File: src/rtl/l3steer_pkg.sv
package l3steer_pkg;

  typedef enum logic [1:0] {
    MODE_SHARED    = 2'd0,
    MODE_PRIVATE   = 2'd1,
    MODE_PARTITION = 2'd2,
    MODE_RSVD      = 2'd3
  } steerMode_e;

  typedef enum logic [1:0] {
    TAG_HASHED    = 2'd0,
    TAG_PRIVATE   = 2'd1,
    TAG_PARTITION = 2'd2,
    TAG_NONE      = 2'd3
  } placeTag_e;

  // strobes from control to datapath
  typedef struct packed {
    logic       capture;
    logic       modeLoad;
    steerMode_e activeMode;
  } steerStrobe_t;

endpackage

File: src/rtl/l3steer_ctrl.sv
module l3steer_ctrl
  import l3steer_pkg::*;
(
  input  logic         clk,
  input  logic         rstN,
  input  logic         modeWrEn,
  input  logic [1:0]   modeWrData,
  input  logic         reqValid,
  output logic         reqReady,
  input  logic         rspReady,
  output logic         rspValid,
  output steerStrobe_t strobe
);

  steerMode_e modeQ;
  logic       validQ;
  logic       accept;
  logic       modeLoad;

  assign reqReady = !validQ || rspReady;
  assign accept   = reqValid && reqReady;
  assign modeLoad = modeWrEn && (modeWrData != MODE_RSVD);

  always_ff @(posedge clk) begin
    if (!rstN) begin
      modeQ  <= MODE_PARTITION;
      validQ <= 1'b0;
    end else begin
      if (modeLoad) modeQ <= steerMode_e'(modeWrData);
      if (accept) validQ <= 1'b1;
      else if (rspReady) validQ <= 1'b0;
    end
  end

  assign rspValid          = validQ;
  assign strobe.capture    = accept;
  assign strobe.modeLoad   = modeLoad;
  assign strobe.activeMode = modeQ;

endmodule

File: src/rtl/l3steer_datapath.sv
module l3steer_datapath
  import l3steer_pkg::*;
#(
  parameter int NUM_BANKS = 8,
  parameter int LINE_W    = 26,
  parameter int HASH_W    = 6,
  localparam int BANK_W   = $clog2(NUM_BANKS),
  localparam int SIZE_W   = $clog2(NUM_BANKS) + 1
) (
  input  logic                        clk,
  input  logic                        rstN,
  input  steerStrobe_t                strobe,
  input  logic [NUM_BANKS-1:0]        bankDisable,
  input  logic [NUM_BANKS*SIZE_W-1:0] partSize,
  input  logic [BANK_W-1:0]           reqCluster,
  input  logic [LINE_W-1:0]           reqLine,
  input  logic                        reqShared,
  output logic [BANK_W-1:0]           rspBank,
  output logic [1:0]                  rspTag
);

  localparam int NCHUNK = (LINE_W + HASH_W - 1) / HASH_W;

  logic [NUM_BANKS-1:0]       enabled;
  logic [SIZE_W-1:0]          nEnabled;
  logic [NCHUNK*HASH_W-1:0]   padLine;
  logic [HASH_W-1:0]          fold;
  logic [HASH_W-1:0]          hashRem;
  logic [HASH_W-1:0]          hashSeen;
  logic [BANK_W-1:0]          hashBank;
  logic [SIZE_W-1:0]          sizeRaw;
  logic [SIZE_W-1:0]          sizeEff;
  logic [HASH_W-1:0]          selIdx;
  logic [HASH_W-1:0]          taken;
  logic [BANK_W-1:0]          localBank;
  logic                       useHash;
  placeTag_e                  nextTag;
  logic [BANK_W-1:0]          nextBank;
  logic [BANK_W-1:0]          bankQ;
  placeTag_e                  tagQ;

  function automatic int ringOffset(input int p);
    if (p == 0) return 0;
    else if ((p % 2) == 1) return (p + 1) / 2;
    else return -(p / 2);
  endfunction

  assign enabled = ~bankDisable;
  assign padLine = (NCHUNK*HASH_W)'(reqLine);

  always_comb begin
    nEnabled = '0;
    for (int b = 0; b < NUM_BANKS; b++) nEnabled = nEnabled + SIZE_W'(enabled[b]);
  end

  // address fold for the hashed placement
  always_comb begin
    fold = '0;
    for (int i = 0; i < NCHUNK; i++) fold = fold ^ padLine[i*HASH_W +: HASH_W];
  end

  assign hashRem = (nEnabled == '0) ? '0 : (fold % HASH_W'(nEnabled));

  always_comb begin
    hashBank = '0;
    hashSeen = '0;
    for (int b = 0; b < NUM_BANKS; b++) begin
      if (enabled[b]) begin
        if (hashSeen == hashRem) hashBank = BANK_W'(b);
        hashSeen = hashSeen + HASH_W'(1);
      end
    end
  end

  // partition width: private mode is a partition of one bank
  assign sizeRaw = partSize[int'(reqCluster)*SIZE_W +: SIZE_W];

  always_comb begin
    if (strobe.activeMode == MODE_PRIVATE) sizeEff = SIZE_W'(1);
    else if (sizeRaw == '0) sizeEff = SIZE_W'(1);
    else sizeEff = sizeRaw;
    if (sizeEff > nEnabled) sizeEff = nEnabled;
  end

  assign selIdx = (sizeEff == '0) ? '0 : (reqLine[HASH_W-1:0] % HASH_W'(sizeEff));

  // ring walk in order of growing distance from the own bank
  always_comb begin
    localBank = '0;
    taken     = '0;
    for (int p = 0; p < NUM_BANKS; p++) begin
      int slot;
      slot = (int'(reqCluster) + 2*NUM_BANKS + ringOffset(p)) % NUM_BANKS;
      if (enabled[BANK_W'(slot)]) begin
        if (taken == selIdx) localBank = BANK_W'(slot);
        taken = taken + HASH_W'(1);
      end
    end
  end

  always_comb begin
    useHash = (strobe.activeMode == MODE_SHARED) ||
              ((strobe.activeMode == MODE_PARTITION) && reqShared);
    if (useHash) begin
      nextBank = hashBank;
      nextTag  = TAG_HASHED;
    end else begin
      nextBank = localBank;
      nextTag  = (strobe.activeMode == MODE_PRIVATE) ? TAG_PRIVATE : TAG_PARTITION;
    end
  end

  always_ff @(posedge clk) begin
    if (!rstN) begin
      bankQ <= '0;
      tagQ  <= TAG_HASHED;
    end else if (strobe.capture) begin
      bankQ <= nextBank;
      tagQ  <= nextTag;
    end
  end

  assign rspBank = bankQ;
  assign rspTag  = tagQ;

endmodule

File: src/rtl/l3_bank_steer.sv
module l3_bank_steer
  import l3steer_pkg::*;
#(
  parameter int NUM_BANKS = 8,
  parameter int LINE_W    = 26,
  parameter int HASH_W    = 6,
  localparam int BANK_W   = $clog2(NUM_BANKS),
  localparam int SIZE_W   = $clog2(NUM_BANKS) + 1
) (
  input  logic                        clk,
  input  logic                        rstN,
  input  logic                        modeWrEn,
  input  logic [1:0]                  modeWrData,
  input  logic [NUM_BANKS-1:0]        bankDisable,
  input  logic [NUM_BANKS*SIZE_W-1:0] partSize,
  input  logic                        reqValid,
  output logic                        reqReady,
  input  logic [BANK_W-1:0]           reqCluster,
  input  logic [LINE_W-1:0]           reqLine,
  input  logic                        reqShared,
  output logic                        rspValid,
  input  logic                        rspReady,
  output logic [BANK_W-1:0]           rspBank,
  output logic [1:0]                  rspTag
);

  steerStrobe_t strobe;
  logic [1:0]   activeMode;

  assign activeMode = strobe.activeMode;

  l3steer_ctrl u_ctrl (
    .clk        (clk),
    .rstN       (rstN),
    .modeWrEn   (modeWrEn),
    .modeWrData (modeWrData),
    .reqValid   (reqValid),
    .reqReady   (reqReady),
    .rspReady   (rspReady),
    .rspValid   (rspValid),
    .strobe     (strobe)
  );

  l3steer_datapath #(
    .NUM_BANKS (NUM_BANKS),
    .LINE_W    (LINE_W),
    .HASH_W    (HASH_W)
  ) u_dp (
    .clk         (clk),
    .rstN        (rstN),
    .strobe      (strobe),
    .bankDisable (bankDisable),
    .partSize    (partSize),
    .reqCluster  (reqCluster),
    .reqLine     (reqLine),
    .reqShared   (reqShared),
    .rspBank     (rspBank),
    .rspTag      (rspTag)
  );

endmodule

File: config.mk
export PLATFORM = sky130hd
export DESIGN_NAME = l3_bank_steer
export DESIGN_NICKNAME = d
export VERILOG_FILES = /design/src/rtl/l3steer_pkg.sv /design/src/rtl/l3steer_ctrl.sv /design/src/rtl/l3steer_datapath.sv /design/src/rtl/l3_bank_steer.sv
export SDC_FILE = /design/constraint.sdc
export NUM_CORES = 1
export LEC_CHECK = 0
export BUFFER_PORTS_ARGS = -buffer_cell sky130_fd_sc_hd__buf_2
export CORE_MARGIN = 1.5
export CORE_UTILIZATION = 45
export CTS_CLUSTER_DIAMETER = 80
export DETAILED_ROUTE_END_ITERATION = 12
export PLACE_DENSITY_LB_ADDON = 0.08
export SYNTH_ARGS = -nofsm -noshare
export SYNTH_HDL_FRONTEND = slang
export SYNTH_SLANG_ARGS = --single-unit
export TNS_END_PERCENT = 30
File: constraint.sdc
create_clock -name clk -period 55.2 [get_ports clk]
set_clock_uncertainty 0.2 [all_clocks]
set_input_delay 13.8 -clock clk [delete_from_list [all_inputs] [get_ports clk]]
set_output_delay 13.8 -clock clk [all_outputs]
set_load 0.03 [all_outputs]
==> key figures <==
Worst setup path
  – Worst Path Buf+Inv: 4
  – Crit path arrival time: about 28 ns
  – CP top delay family: compound AO/OA/AOI/OAI gates
  – CP dominant cell by count: ha_1
  – CP required: 55.11 ns
  – CP Max Fanout: 11
  – R2r worst-path depth: a little over 50
  – Startpoint types: input port
  – Worst path depth: 57
  – Critical path type: input port to register
  – Slowest CP cell: xnor2_1
  – CP max stage delay: roughly 0.66 ns
  – Worst setup EP type: register

Clocking
  – Clock H-tree levels: 1
  – Post-CTS Setup Repair Bufs: 0
  – Worst-skew pair later-pin latency: 0.23 ns
  – CTS root buf: clkbuf_16
  – Clock sinks: 8
  – CTS tree: built
  – Clock slew at reported path FFs: approximately 0.040 ns
  – CTS buffer count: 3
  – Resized Gates After CTS: 0
  – Max clock buf depth: 2
  – Hold_buf cts: 0

Global route
  – Gr usage total: a little under a quarter
  – Grt ovf: 0
  – Largest net degree at the start of global routing: 31
  – Vias in the first global route: 5,197
  – Global-route wire length before repair: 24.7 mm
  – Initial antenna violation count: 0

Die
  – Core ar.: around 11,000 um2
  – Die X: between 100 and 150 um
  – Initial Util: between 40% and 50%
  – Io pins: 84
  – Die H: 111 um
  – Die ar.: about 12,000 um2
  – FP Rows: 39

STA
  – Worst Max-Slew Pin Slew: around 1.1 ns
  – RSZ-0062 raised after global routing: false
  – Max Fclk: 35.3 MHz
  – Min Tclk post-route: 28.33 ns
  – Final setup viols: 0
  – Period Utilization, post-route: 51.3%
  – Fin. Hold Viols: 0
  – Relative slew slack: 26.9%
  – Fin Setup TNS: 0 ns
  – Final-report max-slew violation count: 0

Drt
  – Final wirelength: ~14 mm
  – WL/cell: 16.2 um
  – Via count: ~5,300
  – DR vias/cell: 5.98
  – DRC: 0
  – Starting DRT DRC Count: approximately 240
  – DRT antenna net count: 0
  – Drt pass-1 iters: 5

Yosys
  – Post-Syn Area: about 5200 um2
  – Seq/Total Area, Yosys: a little over 3%
  – Seq cells post-synth: 8
  – Post-Synthesis Cells: a little under 700
  – Main synth FF type: dfxtp_1
  – Post-Syn Nets: about 800
  – Synth Warn #: 0
  – Asr flop ratio synth: 0%
  – Number of synthesized flops with an enable pin: 0
  – Number of library cell types mapped by synthesis: 86
  – Mapped Avg Cell Area: approximately 7.8 um2

Cells and area
  – Most common cell after layout, fill and taps aside: buf_2
  – Ant diodes: 0
  – Area delta synth->final: 12.1%
  – Most frequent cells in the layout: 83 x buf_2, 60 x ha_1, 56 x xnor2_1
  – Layout cells sized above 1: around 20%
  – Layout Nets: about 900
  – # fillers: 1,152

Run status
  – Status: finished clean

Placement
  – RD Place Congestion: roughly 0.9
  – Number of port buffers: 83
  – Final HPWL DP: ~12 mm

Min path
  – Worst Hold Depth: 2
  – Worst min path class: register to register

Run
  – Max-cap violation count: 0
-- routing by layer --
layer / share of wire [%] / vias to the layer above / track usage, %
met5: 0 / - / 0
met4: 0.75 / 0 / 2.91
met3: 4.5 / 16 / 1.31
met2: 46 / 144 / 40.1
met1: 49 / 2497 / 33.8
li1: - / 2679 / -
-- cell type report --
cell class	instances	area [um2]	share of cell area (%)
clock buffer	3	75.1	1.28
inverter	46	173	2.95
multi-input combinational	606	4820	82.4
sequential	8	160	2.74
tap	143	179	3.06
timing repair buffer	87	445	7.61
-- Yosys cell counts (all sizes together), types with 8 or more instances --
master  number  area share, %
nor3        32            3.1
o31ai        8            1.4
a21o         8            1.1
o21a        18            2.6
dfxtp        8            3.1
mux2i       16            3.1
o21ai       38            3.9
a21oi       39            4.0
nand2b      16            1.9
nand2       42            3.1
nor2        46            3.4
clkbuf       8           0.57
inv         46            3.3
nand4       12            1.4
xnor2       56            9.4
mux2        14            3.0
xor2        29            4.9
and2        10            1.2
nand3       18            1.7
or3          8            1.1
mux4        13            5.6
ha          60             14
nor2b       20            2.4
-- worst register-to-register path, delay by kind of cell (launching register included) --
family | cells | cell delay, ns
fa+ha+maj | 7 | 2.10
xor+xnor | 1 | 0.19
mux | 4 | 1.23
simple gates | 16 | 3.81
buf+inv | 2 | 0.37
flops | 1 | 0.33
compound gates | 21 | 4.60
-- through the flow --
step                hold WS, ns  cell area [um2]  instances  setup slack, ns  util, %
finish                    0.255             5850        893            26.87     51.5
floorplan                 0.304             5220        674            27.10        -
global placement          0.253             5780        890            26.97     50.8
global route              0.288             5850        893            25.55     51.5
CTS                       0.261             5850        893            26.95     51.5
detailed placement        0.256             5780        890            26.79     50.8
-- cells by family after synthesis --
kind of cell,Yosys count,share of synthesized area (%)
AOI/OAI and AO/OA,179,25.7
xor gates and xnor gates,85,14.3
adders and majority gates,67,16.9
buffers and inverters,60,4.62
DFF,8,3.07
muxes,43,11.7
and+or+nand+nor,232,23.8
-- worst paths after layout --
check                                               endpoint                         start  slack, ns
worst max register to register  u_dp.rspBank[2]$_SDFFE_PN0P_  u_ctrl.modeQ[0]$_SDFFE_PN0P_      42.20
worst min register to register   u_dp.rspTag[0]$_SDFFE_PN0P_   u_dp.rspTag[0]$_SDFFE_PN0P_       0.25
worst max-delay path            u_dp.rspBank[2]$_SDFFE_PN0P_                bankDisable[0]      26.87
worst min-delay path             u_dp.rspTag[0]$_SDFFE_PN0P_   u_dp.rspTag[0]$_SDFFE_PN0P_       0.25
-- state kept, by name, indices dropped and copies added, names as in the netlist --
register and count:
u_dp.rspBank 3, u_ctrl.modeQ 2, u_ctrl.rspValid 1, u_dp.rspTag 2
Power is left out: the tool's default activity adds up to more than one toggle a clock period on the data nets, which glitch-free logic cannot reach.
